===== src/rtl/irq_rec_pkg.sv =====
package irq_rec_pkg;

    localparam int LVL_W   = 3;
    localparam int NUM_LVL = 7;

    typedef logic [LVL_W-1:0]   lvl_t;
    typedef logic [NUM_LVL-1:0] lines_t;

    localparam lvl_t LVL_TOP = 3'd7;

    typedef struct packed {
        logic hit;
        lvl_t lvl;
    } pick_t;

    // Highest set bit of a per-level candidate vector; bit i means level i+1.
    function automatic pick_t pick_highest(lines_t cand);
        pick_t p;
        p.hit = 1'b0;
        p.lvl = '0;
        for (int i = 0; i < NUM_LVL; i++) begin
            if (cand[i]) begin
                p.hit = 1'b1;
                p.lvl = lvl_t'(i + 1);
            end
        end
        return p;
    endfunction

endpackage


===== src/rtl/irq_input_filter.sv =====
module irq_input_filter
    import irq_rec_pkg::*;
#(
    parameter int DEPTH = 2
) (
    input  logic   clk,
    input  logic   rst,
    input  lines_t irq_n,
    output lines_t valid
);
    for (genvar g = 0; g < NUM_LVL; g++) begin : g_line
        logic [DEPTH-1:0] hist_q;
        always_ff @(posedge clk) begin
            if (rst) begin
                hist_q <= '0;
            end else if (DEPTH == 1) begin
                hist_q <= DEPTH'(~irq_n[g]);
            end else begin
                hist_q <= {hist_q[DEPTH-2:0], ~irq_n[g]};
            end
        end
        assign valid[g] = &hist_q;
    end
endmodule


===== src/rtl/irq_nmi_detect.sv =====
module irq_nmi_detect
    import irq_rec_pkg::*;
(
    input  logic clk,
    input  logic rst,
    input  logic top_valid,
    input  lvl_t mask_q,
    input  logic mask_wr,
    input  lvl_t mask_wdata,
    input  logic taken,
    output logic nmi_req
);
    logic prev_q;
    logic pend_q;
    logic fresh;
    logic drop;

    assign fresh   = top_valid & ~prev_q;
    assign drop    = top_valid & mask_wr & (mask_q == LVL_TOP) & (mask_wdata != LVL_TOP);
    assign nmi_req = top_valid & (pend_q | fresh);

    always_ff @(posedge clk) begin
        if (rst) begin
            prev_q <= 1'b0;
            pend_q <= 1'b0;
        end else begin
            prev_q <= top_valid;
            pend_q <= top_valid & (pend_q | fresh | drop) & ~taken;
        end
    end
endmodule


===== src/rtl/irq_arbiter.sv =====
module irq_arbiter
    import irq_rec_pkg::*;
(
    input  lines_t valid,
    input  logic   nmi_req,
    input  lvl_t   mask_q,
    output pick_t  pick
);
    lines_t cand;

    always_comb begin
        cand = '0;
        for (int i = 0; i < NUM_LVL - 1; i++) begin
            cand[i] = valid[i] & (lvl_t'(i + 1) > mask_q);
        end
        cand[NUM_LVL-1] = nmi_req;
        pick = pick_highest(cand);
    end
endmodule


===== src/rtl/irq_recognizer.sv =====
module irq_recognizer
    import irq_rec_pkg::*;
#(
    parameter int FILTER_DEPTH = 2,
    parameter int ACK_ADDR_W   = 16
) (
    input  logic                  clk,
    input  logic                  rst,
    input  logic [6:0]            irq_n,
    input  logic                  mask_load,
    input  logic [2:0]            mask_in,
    input  logic                  inst_boundary,
    input  logic                  exc_done,
    input  logic                  ack_done,
    output logic                  ack_start,
    output logic [2:0]            ack_level,
    output logic [ACK_ADDR_W-1:0] ack_addr,
    output logic [2:0]            mask_out
);
    localparam int PAD_W = ACK_ADDR_W - LVL_W - 1;

    lines_t valid;
    logic   nmi_req;
    pick_t  pick;
    logic   accept;
    logic   mask_wr;
    logic   take_top;

    lvl_t   mask_q;
    lvl_t   level_q;
    logic   start_q;
    logic   busy_q;

    irq_input_filter #(.DEPTH(FILTER_DEPTH)) u_filter (
        .clk   (clk),
        .rst   (rst),
        .irq_n (irq_n),
        .valid (valid)
    );

    irq_nmi_detect u_nmi (
        .clk        (clk),
        .rst        (rst),
        .top_valid  (valid[NUM_LVL-1]),
        .mask_q     (mask_q),
        .mask_wr    (mask_wr),
        .mask_wdata (mask_in),
        .taken      (take_top),
        .nmi_req    (nmi_req)
    );

    irq_arbiter u_arb (
        .valid   (valid),
        .nmi_req (nmi_req),
        .mask_q  (mask_q),
        .pick    (pick)
    );

    assign accept   = pick.hit & (inst_boundary | exc_done) & ~busy_q;
    assign mask_wr  = mask_load & ~accept;
    assign take_top = accept & (pick.lvl == LVL_TOP);

    always_ff @(posedge clk) begin
        if (rst) begin
            mask_q  <= LVL_TOP;
            level_q <= '0;
            start_q <= 1'b0;
            busy_q  <= 1'b0;
        end else begin
            start_q <= accept;
            if (accept) begin
                mask_q  <= pick.lvl;
                level_q <= pick.lvl;
                busy_q  <= 1'b1;
            end else begin
                if (mask_wr) mask_q <= mask_in;
                if (ack_done) busy_q <= 1'b0;
            end
        end
    end

    assign ack_start = start_q;
    assign ack_level = level_q;
    assign mask_out  = mask_q;
    assign ack_addr  = {{PAD_W{1'b1}}, level_q, 1'b1};

endmodule


===== config.mk =====
export PLATFORM = sky130hd
export DESIGN_NAME = irq_recognizer
export DESIGN_NICKNAME = d
export VERILOG_FILES = /design/src/rtl/irq_rec_pkg.sv /design/src/rtl/irq_input_filter.sv /design/src/rtl/irq_nmi_detect.sv /design/src/rtl/irq_arbiter.sv /design/src/rtl/irq_recognizer.sv
export SDC_FILE = /design/constraint.sdc
export NUM_CORES = 1
export LEC_CHECK = 0
export BUFFER_PORTS_ARGS = -buffer_cell sky130_fd_sc_hd__buf_2
export CAP_MARGIN = 20
export CORE_ASPECT_RATIO = 0.9
export CORE_MARGIN = 3
export CORE_UTILIZATION = 48
export DETAILED_ROUTE_END_ITERATION = 10
export PLACE_DENSITY = 0.8
export SYNTH_ARGS = -nofsm -noshare
export SYNTH_HDL_FRONTEND = slang
export SYNTH_SLANG_ARGS = --single-unit
export TNS_END_PERCENT = 50

===== constraint.sdc =====
create_clock -name clk -period 2.2 [get_ports clk]
set_clock_uncertainty 0.05 [all_clocks]
set_input_delay 0.22 -clock clk [delete_from_list [all_inputs] [get_ports clk]]
set_output_delay 0.22 -clock clk [all_outputs]
set_load 0.005 [all_outputs]

== Word level (Yosys, flattened, before mapping) ==
Index checks and enable logic that the tools add are counted.

* Magnitude comparators: 6
* Reductions and logical operators: 9
* Equal/unequal tests: 3
* Bitwise gates (word level): 31
* Muxes and demuxes: 11

{| class="wikitable"
|+ Operators with widths
! operator !! number
|-
| 4-bit 2-to-1 mux || 7
|-
| 1-bit bitwise AND || 17
|-
| 2-bit AND reduction || 7
|-
| 1-bit inverter || 11
|-
| 3-bit greater-than comparator, first input constant || 3
|-
| 3-bit equality test, second input constant || 2
|-
| 2-bit by 3-bit greater-than comparator with 1-bit output, first input constant || 2
|-
| 3-bit 2-to-1 mux || 2
|-
| 2-bit nonzero test || 2
|-
| 1-bit by 3-bit greater-than comparator with 1-bit output, first input constant || 1
|-
| 3-bit inequality test, second input constant || 1
|-
| 1-bit OR || 3
|-
| 1-bit 2-to-1 mux || 2
|}

* Word-level logic and storage cells: 73
* Register bits: 24

== Depth between registers and ports, before layout ==
Gate-level depths: netlist of run 1.

* Word-level depth: 19
* Depth in mapped cells: 5
* Mapped depth without buffers: 5

== Cells and area by module ==
From an unflattened synthesis of run 1, not the netlist that was laid out.

* Cells, all modules: 125
* Area, all modules: 1132.3 um2

{| class="wikitable"
|+ By module, submodules not included
! module !! cells each !! area each (um2) !! times used
|-
| irq_recognizer || 59 || 501.7 || 1
|-
| irq_input_filter || 36 || 422.9 || 1
|-
| irq_arbiter || 21 || 113.9 || 1
|-
| irq_nmi_detect || 9 || 93.8 || 1
|}

== Worst setup path before layout of run 1 ==
OpenSTA, ideal clock, no wires.

* Kind: register -> register
* Start point: register mask_q[1], in the netlist mask_out[1]
* End point: register mask_q[0], in the netlist mask_out[0]
* Arrival time: 1417 ps
* Stages on the path, launching flop included: 6
* Period minus slack after synthesis: 1590 ps
* Library setup time: 123 ps
* Slack: 610 ps
* Cell sequence: dfxtp_1 > nand2_2 > a41o_4 > o41ai_4 > and2_1 > o21bai_1

* Longest elaborated chain between the ends: 14

{| class="wikitable"
|+ RTL lines
! item !! RTL line !! RTL
|-
| start, declared || irq_recognizer.sv:29 || <nowiki>lvl_t mask_q;</nowiki>
|-
| start signal, assigned || irq_recognizer.sv:72 || <nowiki>mask_q <= pick.lvl;</nowiki>
|-
| start signal, assigned || irq_recognizer.sv:76 || <nowiki>if (mask_wr) mask_q <= mask_in;</nowiki>
|-
| 1-bit by 3-bit greater-than comparator with 1-bit output || irq_arbiter.sv:14 || <nowiki>cand[i] = valid[i] & (lvl_t'(i + 1) > mask_q);</nowiki>
|-
| 1-bit bitwise AND || irq_arbiter.sv:14 ||
|-
| 4-bit 2-to-1 mux (5 in a row) || irq_rec_pkg.sv:22 || <nowiki>if (cand[i]) begin</nowiki>
|-
| 4-bit 2-to-1 mux (*) (2 in a row) || irq_rec_pkg.sv:22 ||
|-
| 1-bit bitwise AND (2 in a row) || irq_recognizer.sv:59 || <nowiki>assign accept = pick.hit & (inst_boundary | exc_done) & ~busy_q;</nowiki>
|-
| 1-bit inverter || irq_recognizer.sv:60 || <nowiki>assign mask_wr = mask_load & ~accept;</nowiki>
|-
| 1-bit bitwise AND || irq_recognizer.sv:60 ||
|-
| 2-bit nonzero test (no source line) || n/a ||
|}

Every way passes the cells marked *; elsewhere a longest branch is shown, timed or not.
A chain may end at the register's enable or synchronous reset.

== Final worst setup path of run 1 ==
Ends and elaborated chain as after synthesis.

==> results of run 1 <==
-- layout by cell type (no fill, tap or decap), drive strengths merged, types with 3 or more instances in the layout --
master	synthesis	layout
dfxtp	24	24
buf	16	25
conb	1	13
nor2	15	15
clkbuf	2	4
dlygate4sd3	0	7
nand2	9	9
and2	3	3
nor2b	7	7
a21oi	4	4
o22ai	3	3
a22oi	3	3
o21ai	3	3
nor3	3	3
-- cell families (layout without fill, tap and decap cells) --
group | Yosys count | after routing | synth area share, %
other cells | 1 | 13 | 0.338
simple gates | 49 | 49 | 24.5
flops | 24 | 24 | 43.3
compound gates | 24 | 24 | 18.2
buf+inv | 19 | 37 | 11.8
mux | 2 | 2 | 1.92
-- per-layer routing --
layer  up-vias  GRT usage, %
met5         -             0
met3         2          5.46
met4         0          4.35
li1        447             -
met2        39          28.8
met1       430          16.6
-- flip-flops by register name (all words and copies together) (netlist names) --
| name | cells |
|---|---|
| u_nmi.prev_q | 1 |
| ack_level | 3 |
| u_filter.g_line.hist_q | 14 |
| ack_start | 1 |
| busy_q | 1 |
| u_nmi.pend_q | 1 |
| mask_out | 3 |
-- critical path: stages (launching register included) --
cell      delay, ns
dfxtp_1        0.54
nand2_2        0.10
a41o_4         0.32
o41ai_4        0.38
and2_1         0.18
o21bai_1       0.07
-- per-stage QoR --
step	utilization [%]	setup slack (ns)	total power [µW]	area, µm²
final	63.1	0.442	794	1290
after detailed placement	57.9	0.463	565	1180
after global placement	57.9	0.571	561	1180
after floorplan	-	0.610	549	1150
after global routing	63.1	0.351	834	1290
after CTS	63.1	0.442	801	1290
-- worst paths after layout --
kind	from	slack [ns]	cells after the start	endpoint
worst max-delay path	mask_out[1]	0.44	5	mask_out[0]
worst min-delay path	ack_done	0.12	3	busy_q
worst max register to register	mask_out[1]	0.44	5	mask_out[0]
worst min register to register	u_filter.g_line[6].hist_q[0]	0.43	1	u_filter.g_line[6].hist_q[1]
-- final cells by class --
| type | instances | share of cell area [%] |
|---|---|---|
| Inverter | 1 | 0.291 |
| Sequential cell | 24 | 37.2 |
| Tap cell | 25 | 2.42 |
| Timing Repair Buffer | 32 | 15.1 |
| Clock buffer | 4 | 2.81 |
| Multi-Input combinational cell | 88 | 42.1 |
-- timing repair --
action | 4_1_cts | 5_1_grt
endpoints found under the setup margin | 0 | 0
buffers inserted | 0 | 0
hold endpoints to repair | 7 | 0
resized for setup | 0 | 0
hold buffers | 7 | 0
-- where the power goes --
part	switching, µW	total, µW	internal (µW)	leakage, µW
combinational	46.2	94.7	48.5	0.000353
clock	127	228	101	0.0000210
sequential	17.9	471	454	0.000197
==> impl_results.md, run 1 <==
- Status: finished clean
- CTS Sinks: 24
- Ant diodes: 0
- Dpl cells: between 150 and 200
- Setup Viol. Count Final: 0
- Top_reg_cell synth: dfxtp_1
- Syn Std Cell Area: roughly 0.0011 mm²
- Final nets: 166
- CTS Buf Count: 3
- Worst EP required: ~2.4 ns
- Core Area: 0.00205 mm²
- WS Path Type: reg -> reg
- Synth warn: 0
- Slew headroom: 65.6%
- Clock-pin transition on the worst setup and hold timing paths: 0.13 ns
- Number of global-route vias before repair: 887
- Die footprint: 0.00293 mm²
- CP Max Fanout: 9
- Worst skew pair latency: 0.31 ns
- First-pass GRT wire length: around 3600 µm
- Asr flop ratio synth: 0%
- Setup TNS: 0 ns
- Highest Signal Layer: met4
- Fin. Hold Viols: 0
- Fin cells: between 150 and 200
- Dpl hpwl: around 1700 µm
- Share of layout cells above drive strength 1: 26.2%
- Largest net degree at the start of global routing: 25
- GRT Residual Overflow: 0
- Routed Antenna Nets: 0
- Wl on met1: 944 µm
- PortBufs: 25
- Max Clk Rate: about 570 MHz
- Max_cap viols: 0
- Overall Global Routing Usage: 15.5%
- Post-synth EDFFs: 0
- Via count: 918
- Total leakage power: roughly 0.00057 µW
- Initial DRC Count: 19
- Area growth syn-to-layout: 16.2%
- Worst Hold Class: in -> reg
- Reg area: roughly 480 µm²
- Post-route DRC: 0
- Root Buffer: clkbuf_4
- Final period util: 79.9%
- Met3 wire length: 191 µm
- Detailed Route WL: 2230 µm
- Sequential share of the synthesized area: 43.3%
- Flops & latches, synth: 24
- RSZ-0062 raised after global routing: no
- Routed WL per cell: 12.8 µm
- TritonCTS clock tree: built
- Antenna violations before repair: 0
- Via-to-Cell Ratio: about 5.3
- Unique masters post-synth: 39
- PwrDens: 615 mW/mm²
- Number of top-level pins: 39
- Mapped Cells: approximately 120
- Filler instances: 180
- Row Count: 15
- Peak VDD IR: 535 µV
- First-pass iteration count of the detailed router: 4
- Gp weighted congestion: 0.898
- CP endpoint kind: flip-flop
- Syn Area/Cell: a little over 9 µm²
- Tmin final: between 1.5 and 2 ns
- WHS: 0.118 ns
- H-tree Lvls: 1
- Yosys top cell area share: a little over two fifths
- CP Launch Type: flip-flop
- Met2 wire length: 1080 µm
- Fin. max-slew vios: 0
- Most common cell in the netlist: dfxtp_1
- Dominant cell type by area after synthesis: dfxtp_1
- Initial Utilization: 54.3%
- Clk buf depth: 2
- Die width: ~57 µm
- Area occupied by multi-input gates: 543 µm²
- Worst-Margin Slew: 0.515 ns
- Main area contributors after synthesis: dfxtp_1, buf_4, nor2_1, nor2b_1, nand2_1
- Die height: 51.6 µm
- Worst path arrival time: 1.91 ns
- Synth cell count leaders: dfxtp_1, buf_4, nor2_1
No activity file was read; power rests on OpenSTA's default activity.
==> inputs of run 2 (changes only) <==
- CORE_UTILIZATION: 48 -> 43
- PLACE_DENSITY: 0.8 -> 0.76
- clock period: 2.2 -> 1.4 ns (I/O delays scaled with it)
==> impl_results.md, run 2 (synthesis results as in run 1) <==
- Status: finished with violations (was finished clean)
- Violated checks: negative setup slack
- Antenna violations before repair: 0 (unchanged)
- WHS: 0.0761 ns (was 0.118 ns)
- Tmin final: 1.55 ns (was 1.76 ns)
- CTS Sinks: 24 (unchanged)
- Clock Power Share: 28.7% (about the same)
- Die footprint: 0.00323 mm² (was 0.00293 mm²)
- Top reg by flops: u_filter.g_line.hist_q (unchanged)
- Worst Hold Class: in -> reg (unchanged)
- Crit path buf inv count: 1 (was 0)
- Core Area: 0.00230 mm² (was 0.00205 mm²)
- CP delay by family, top: compound AO/OA/AOI/OAI gates (unchanged)
- Via-to-Cell Ratio: 5.32 (was 5.28)
- Clk buf depth: 2 (unchanged)
- Die width: 59.6 µm (was 56.7 µm)
- Total Power: 1320 µW (was 794 µW)
- Share of layout cells above drive strength 1: 40.2% (was 26.2%)
- Commonest non-fill, non-tap cell in the layout: buf_2 (unchanged)
- Number of top-level pins: 39 (unchanged)
- Fin area: 0.00147 mm² (was 0.00129 mm²)
- WP depth: 5 (unchanged)
- Max Clk Rate: 644 MHz (was 569 MHz)
- Filler instances: 195 (was 180)
- Setup Viol. Count Final: 9 (was 0)
- Hold path depth: 3 (unchanged)
- Worst EP required: 1.55 ns (was 2.36 ns)
- Slowest-stage cell, CP: dfxtp_1 (unchanged)
- Comb pwr share: 15.0% (was 11.9%)
- PwrDens: 896 mW/mm² (was 615 mW/mm²)
- First-pass iteration count of the detailed router: 4 (unchanged)
- GRT Residual Overflow: 0 (unchanged)
- Final core occ: 63.9% (was 63.1%)
- Total leakage power: 0.000658 µW (was 0.000571 µW)
- Sw Ratio: 26.0% (was 24.0%)
- Gp weighted congestion: 0.892 (was 0.898)
- Commonest cells after routing, fill and taps aside: buf_2, dfxtp_1, nor2_1, buf_4, conb_1 (was buf_2, dfxtp_1, nor2_1)
- Post-route DRC: 0 (unchanged)
- Routed Antenna Nets: 0 (unchanged)
- Worst path arrival time: 1.70 ns (was 1.91 ns)
- Cell internal pwr: 975 µW (was 603 µW)
- Routed WL per cell: 14.8 µm (was 12.8 µm)
- Ant diodes: 0 (unchanged)
- Clock-pin transition on the worst setup and hold timing paths: 0.15 ns (was 0.13 ns)
- CP Cell Sequence: nor4bb_2, a41o_4, o41ai_4, buf_4, a21oi_2 (was nand2_2, a41o_4, o41ai_4, and2_1, o21bai_1)
- Fin. max-slew vios: 0 (unchanged)
- Number of global-route vias before repair: 954 (was 887)
- CP Max Fanout: 4 (was 9)
- Final worst slack: -0.153 ns (was 0.442 ns)
- Initial DRC Count: 41 (was 19)
- CP endpoint kind: flip-flop (unchanged)
- Largest net degree at the start of global routing: 25 (unchanged)
- Number of flip-flops in the largest register: 14 (unchanged)
- Final period util: 111% (was 79.9%)
- Overall Global Routing Usage: 17.6% (was 15.5%)
- Final nets: 181 (was 166)
- Initial Utilization: 48.2% (was 54.3%)
- NetSw: 343 µW (was 191 µW)
- Peak VDD IR: 796 µV (was 535 µV)
- Max_cap viols: 0 (unchanged)
- Detailed Route WL: 2820 µm (was 2230 µm)
- Fin. Hold Viols: 0 (unchanged)
- First-pass GRT wire length: 4200 µm (was 3550 µm)
- Area growth syn-to-layout: 32.6% (was 16.2%)
- Worst skew pair latency: 0.34 ns (was 0.31 ns)
- RSZ-0062 raised after global routing: yes (was no)
- Dpl cell area: 0.00129 mm² (was 0.00118 mm²)
- Via count: 1016 (was 918)
- H-tree Lvls: 1 (unchanged)
- Die height: 54.2 µm (was 51.6 µm)
- Flop pwr share: 56.3% (was 59.4%)
- CP Launch Type: flip-flop (unchanged)
- Row Count: 16 (was 15)
- Dpl hpwl: 1880 µm (was 1650 µm)
- Crit path largest cell delay: 0.35 ns (was 0.54 ns)
- TritonCTS clock tree: built (unchanged)
- Root Buffer: clkbuf_4 (unchanged)
- PortBufs: 25 (unchanged)
- WS Path Type: reg -> reg (unchanged)
- Worst r2r path cells: 5 (unchanged)
- Setup TNS: -0.845 ns (was 0 ns)
- CTS Buf Count: 3 (unchanged)
## run 2: what timing repair did
item,CTS,global route
buffers inserted,1,1
hold endpoints to repair,7,0
hold buffers,7,0
pin swaps,4,2
endpoints found under the setup margin,9,9
gates resized for setup,6,7
## run 2: worst paths after layout
| check | startpoint | end | slack [ns] |
|---|---|---|---|
| worst max-delay path | u_filter.g_line[1].hist_q[0] | busy_q | -0.15 |
| worst min-delay path | ack_done | busy_q | 0.08 |
| worst max register to register | u_filter.g_line[1].hist_q[0] | busy_q | -0.15 |
| worst min register to register | ack_level[1] | ack_level[1] | 0.43 |
## run 2: per-stage QoR
step	setup WS, ns	std cells
2_1_floorplan	-0.0756	131
3_3_place_gp	-0.113	178
3_5_place_dp	-0.134	178
4_1_cts	-0.146	190
5_1_grt	-0.205	191
6_report	-0.153	191
## run 2: metal layers
layer	wire length (µm)	global-route usage, %	vias up
met3	223	5.76	14
met4	96	7.01	0
met1	1070	20.3	462
met2	1430	30.2	59
met5	0	0	-
li1	-	-	481
## run 2: final cells by class
cell class / instances / area [µm²] / share of cell area [%]
clock buffer: 4 / 36.3 / 2.47
inverter: 1 / 3.75 / 0.255
multi-input combinational: 88 / 598 / 40.6
sequential: 24 / 492 / 33.4
tap: 27 / 33.8 / 2.30
timing repair buffer: 47 / 308 / 20.9
## run 2: worst register-to-register path: stages (launching register included)
cell and delay (ns):
dfxtp_1 0.35, nor4bb_2 0.17, a41o_4 0.27, o41ai_4 0.35, buf_4 0.18, a21oi_2 0.05
## run 2: power groups by stage
stage               clock (µW)  sequential (µW)  combinational [µW]
detailed placement           0              754                 161
CTS                        387              738                 184
global route               413              747                 216
finish                     379              741                 198
global placement             0              751                 158
floorplan                    0              751                 112
==> inputs of run 3 (changes only) <==
- GPL_TIMING_DRIVEN: not set -> 0
==> impl_results.md, run 3 (synthesis results as in run 1) <==
- Status: finished with violations (unchanged)
- Violated checks: negative setup slack (unchanged)
- Antenna violations before repair: 0 (unchanged)
- Final period util: 111% (about the same)
- Cell internal pwr: 1050 µW (was 975 µW)
- R2r setup slk: -0.15 ns (about the same)
- Gp weighted congestion: 0.829 (was 0.892)
- Sw Ratio: 23.5% (was 26.0%)
- Total Power: 1380 µW (was 1320 µW)
- Fin. max-slew vios: 0 (unchanged)
- Overall Global Routing Usage: 16.7% (was 17.6%)
- Clock Power Share: 30.3% (was 28.7%)
- Via-to-Cell Ratio: 4.85 (was 5.32)
- First-pass GRT wire length: 4020 µm (was 4200 µm)
- Peak VDD IR: 764 µV (was 796 µV)
- PwrDens: 866 mW/mm² (was 896 mW/mm²)
- Number of global-route vias before repair: 913 (was 954)
- CP endpoint kind: flip-flop (unchanged)
- Max Clk Rate: 643 MHz (was 644 MHz)
- CP Max Fanout: 6 (was 4)
- Die footprint: 0.00323 mm² (unchanged)
- Die width: 59.6 µm (unchanged)
- Ant diodes: 0 (unchanged)
- Initial DRC Count: 32 (was 41)
- Comb pwr share: 15.6% (was 15.0%)
- Routed WL per cell: 12.9 µm (was 14.8 µm)
- Fin cells: 202 (was 191)
- Slowest-stage cell, CP: dfxtp_4 (was dfxtp_1)
- CP Cell Sequence: inv_4, a41o_4, o41ai_4, and2b_1, nor3_2 (was nor4bb_2, a41o_4, o41ai_4, buf_4, a21oi_2)
- Worst Hold Class: in -> reg (unchanged)
- Post-route DRC: 0 (unchanged)
- Initial Utilization: 48.2% (unchanged)
- Slew headroom: 59.5%
- Tmin final: 1.55 ns (about the same)
- Clk buf depth: 2 (unchanged)
- Number of flip-flops in the largest register: 14 (unchanged)
- Largest net degree at the start of global routing: 15 (was 25)
- Commonest non-fill, non-tap cell in the layout: buf_2 (unchanged)
- CP Launch Type: flip-flop (unchanged)
- TritonCTS clock tree: built (unchanged)
- Dpl hpwl: 1790 µm (was 1880 µm)
- Final worst slack: -0.154 ns (was -0.153 ns)
- Setup Viol. Count Final: 8 (was 9)
- Fin. Hold Viols: 0 (unchanged)
- CTS Sinks: 24 (unchanged)
- Final nets: 192 (was 181)
- Crit path largest cell delay: 0.44 ns (was 0.35 ns)
- Core Area: 0.00230 mm² (unchanged)
- NetSw: 323 µW (was 343 µW)
- Via count: 979 (was 1016)
- Share of layout cells above drive strength 1: 44.0% (was 40.2%)
- Commonest cells after routing, fill and taps aside: buf_2, buf_4, dfxtp_1 (was buf_2, dfxtp_1, nor2_1, buf_4, conb_1)
- WS Path Type: reg -> reg (unchanged)
- Area growth syn-to-layout: 43.1% (was 32.6%)
- First-pass iteration count of the detailed router: 4 (unchanged)
- CTS Buf Count: 3 (unchanged)
- Row Count: 16 (unchanged)
- Die height: 54.2 µm (unchanged)
- H-tree Lvls: 1 (unchanged)
- Worst path arrival time: 1.70 ns (about the same)
- Routed Antenna Nets: 0 (unchanged)
- Worst r2r path cells: 5 (unchanged)
- Hold path depth: 2 (was 3)
- Max_cap viols: 0 (unchanged)
- Worst-Margin Slew: 0.605 ns
- Root Buffer: clkbuf_4 (unchanged)
- Top reg by flops: u_filter.g_line.hist_q (unchanged)
- Flop pwr share: 54.1% (was 56.3%)
- Total leakage power: 0.000726 µW (was 0.000658 µW)
- RSZ-0062 raised after global routing: yes (unchanged)
- Dpl cells: 183 (was 178)
- GRT Residual Overflow: 0 (unchanged)
- Clock-pin transition on the worst setup and hold timing paths: 0.13 ns (was 0.15 ns)
- Worst skew pair latency: 0.31 ns (was 0.34 ns)
- Number of top-level pins: 39 (unchanged)
- Detailed Route WL: 2620 µm (was 2820 µm)
- PortBufs: 25 (unchanged)
- Worst EP required: 1.55 ns (about the same)
## run 3: what timing repair did
action                                 4_1_cts  5_1_grt
pin swaps                                    9        6
setup endpoints to repair                    9        9
endpoints found under the hold margin        7        0
buffers inserted                             7        1
hold buffers                                 7        0
gates resized for setup                     13        9
## run 3: metrics by stage
| stage | utilization (%) | instance area [µm²] | TNS, ns | worst slack (ns) | hold WS, ns |
|---|---|---|---|---|---|
| 2_1_floorplan | - | 1160 | -0.212 | -0.0756 | 0.162 |
| 3_3_place_gp | 57.4 | 1320 | -0.736 | -0.200 | 0.245 |
| 3_5_place_dp | 57.4 | 1320 | -0.947 | -0.220 | 0.247 |
| 4_1_cts | 66.7 | 1540 | -1.03 | -0.152 | 0.00419 |
| 5_1_grt | 69.0 | 1590 | -1.53 | -0.232 | 0.0103 |
| 6_report | 69.0 | 1590 | -0.963 | -0.154 | 0.0146 |
## run 3: worst paths after layout
kind / start / end
worst max-delay path: mask_out[2] / ack_level[0]
worst max register to register: mask_out[2] / ack_level[0]
worst min register to register: u_filter.g_line[4].hist_q[0] / u_filter.g_line[4].hist_q[1]
worst min-delay path: rst / u_filter.g_line[0].hist_q[1]
## run 3: routing by layer
metal	vias to the layer above	global-route usage, %	share of wire (%)
li1	501	-	-
met1	449	18.5	40
met2	27	32.2	55
met3	2	4.80	5.1
met4	0	2.58	0.65
met5	-	0	0
## run 3: critical path: cells and delay by family (launching register included)
kind	cells	cell delay [ns]
flip-flops	1	0.44
AO/OA/AOI/OAI	2	0.67
buffers and inverters	1	0.05
AND/OR/NAND/NOR	2	0.23
## run 3: power by group through the flow
stage	combinational, µW	sequential [µW]	clock, µW
floorplan	112	751	0
global placement	162	755	0
detailed placement	164	758	0
CTS	201	742	430
global route	236	749	463
finish	215	744	416
## run 3: area by class of cell
type | instances | area, µm²
fill | 190 | 714
multi-input combinational | 88 | 613
sequential | 24 | 493
timing repair buffer | 40 | 267
buffer | 18 | 128
clock buffer | 4 | 47.5
tap | 27 | 33.8
inverter | 1 | 6.26
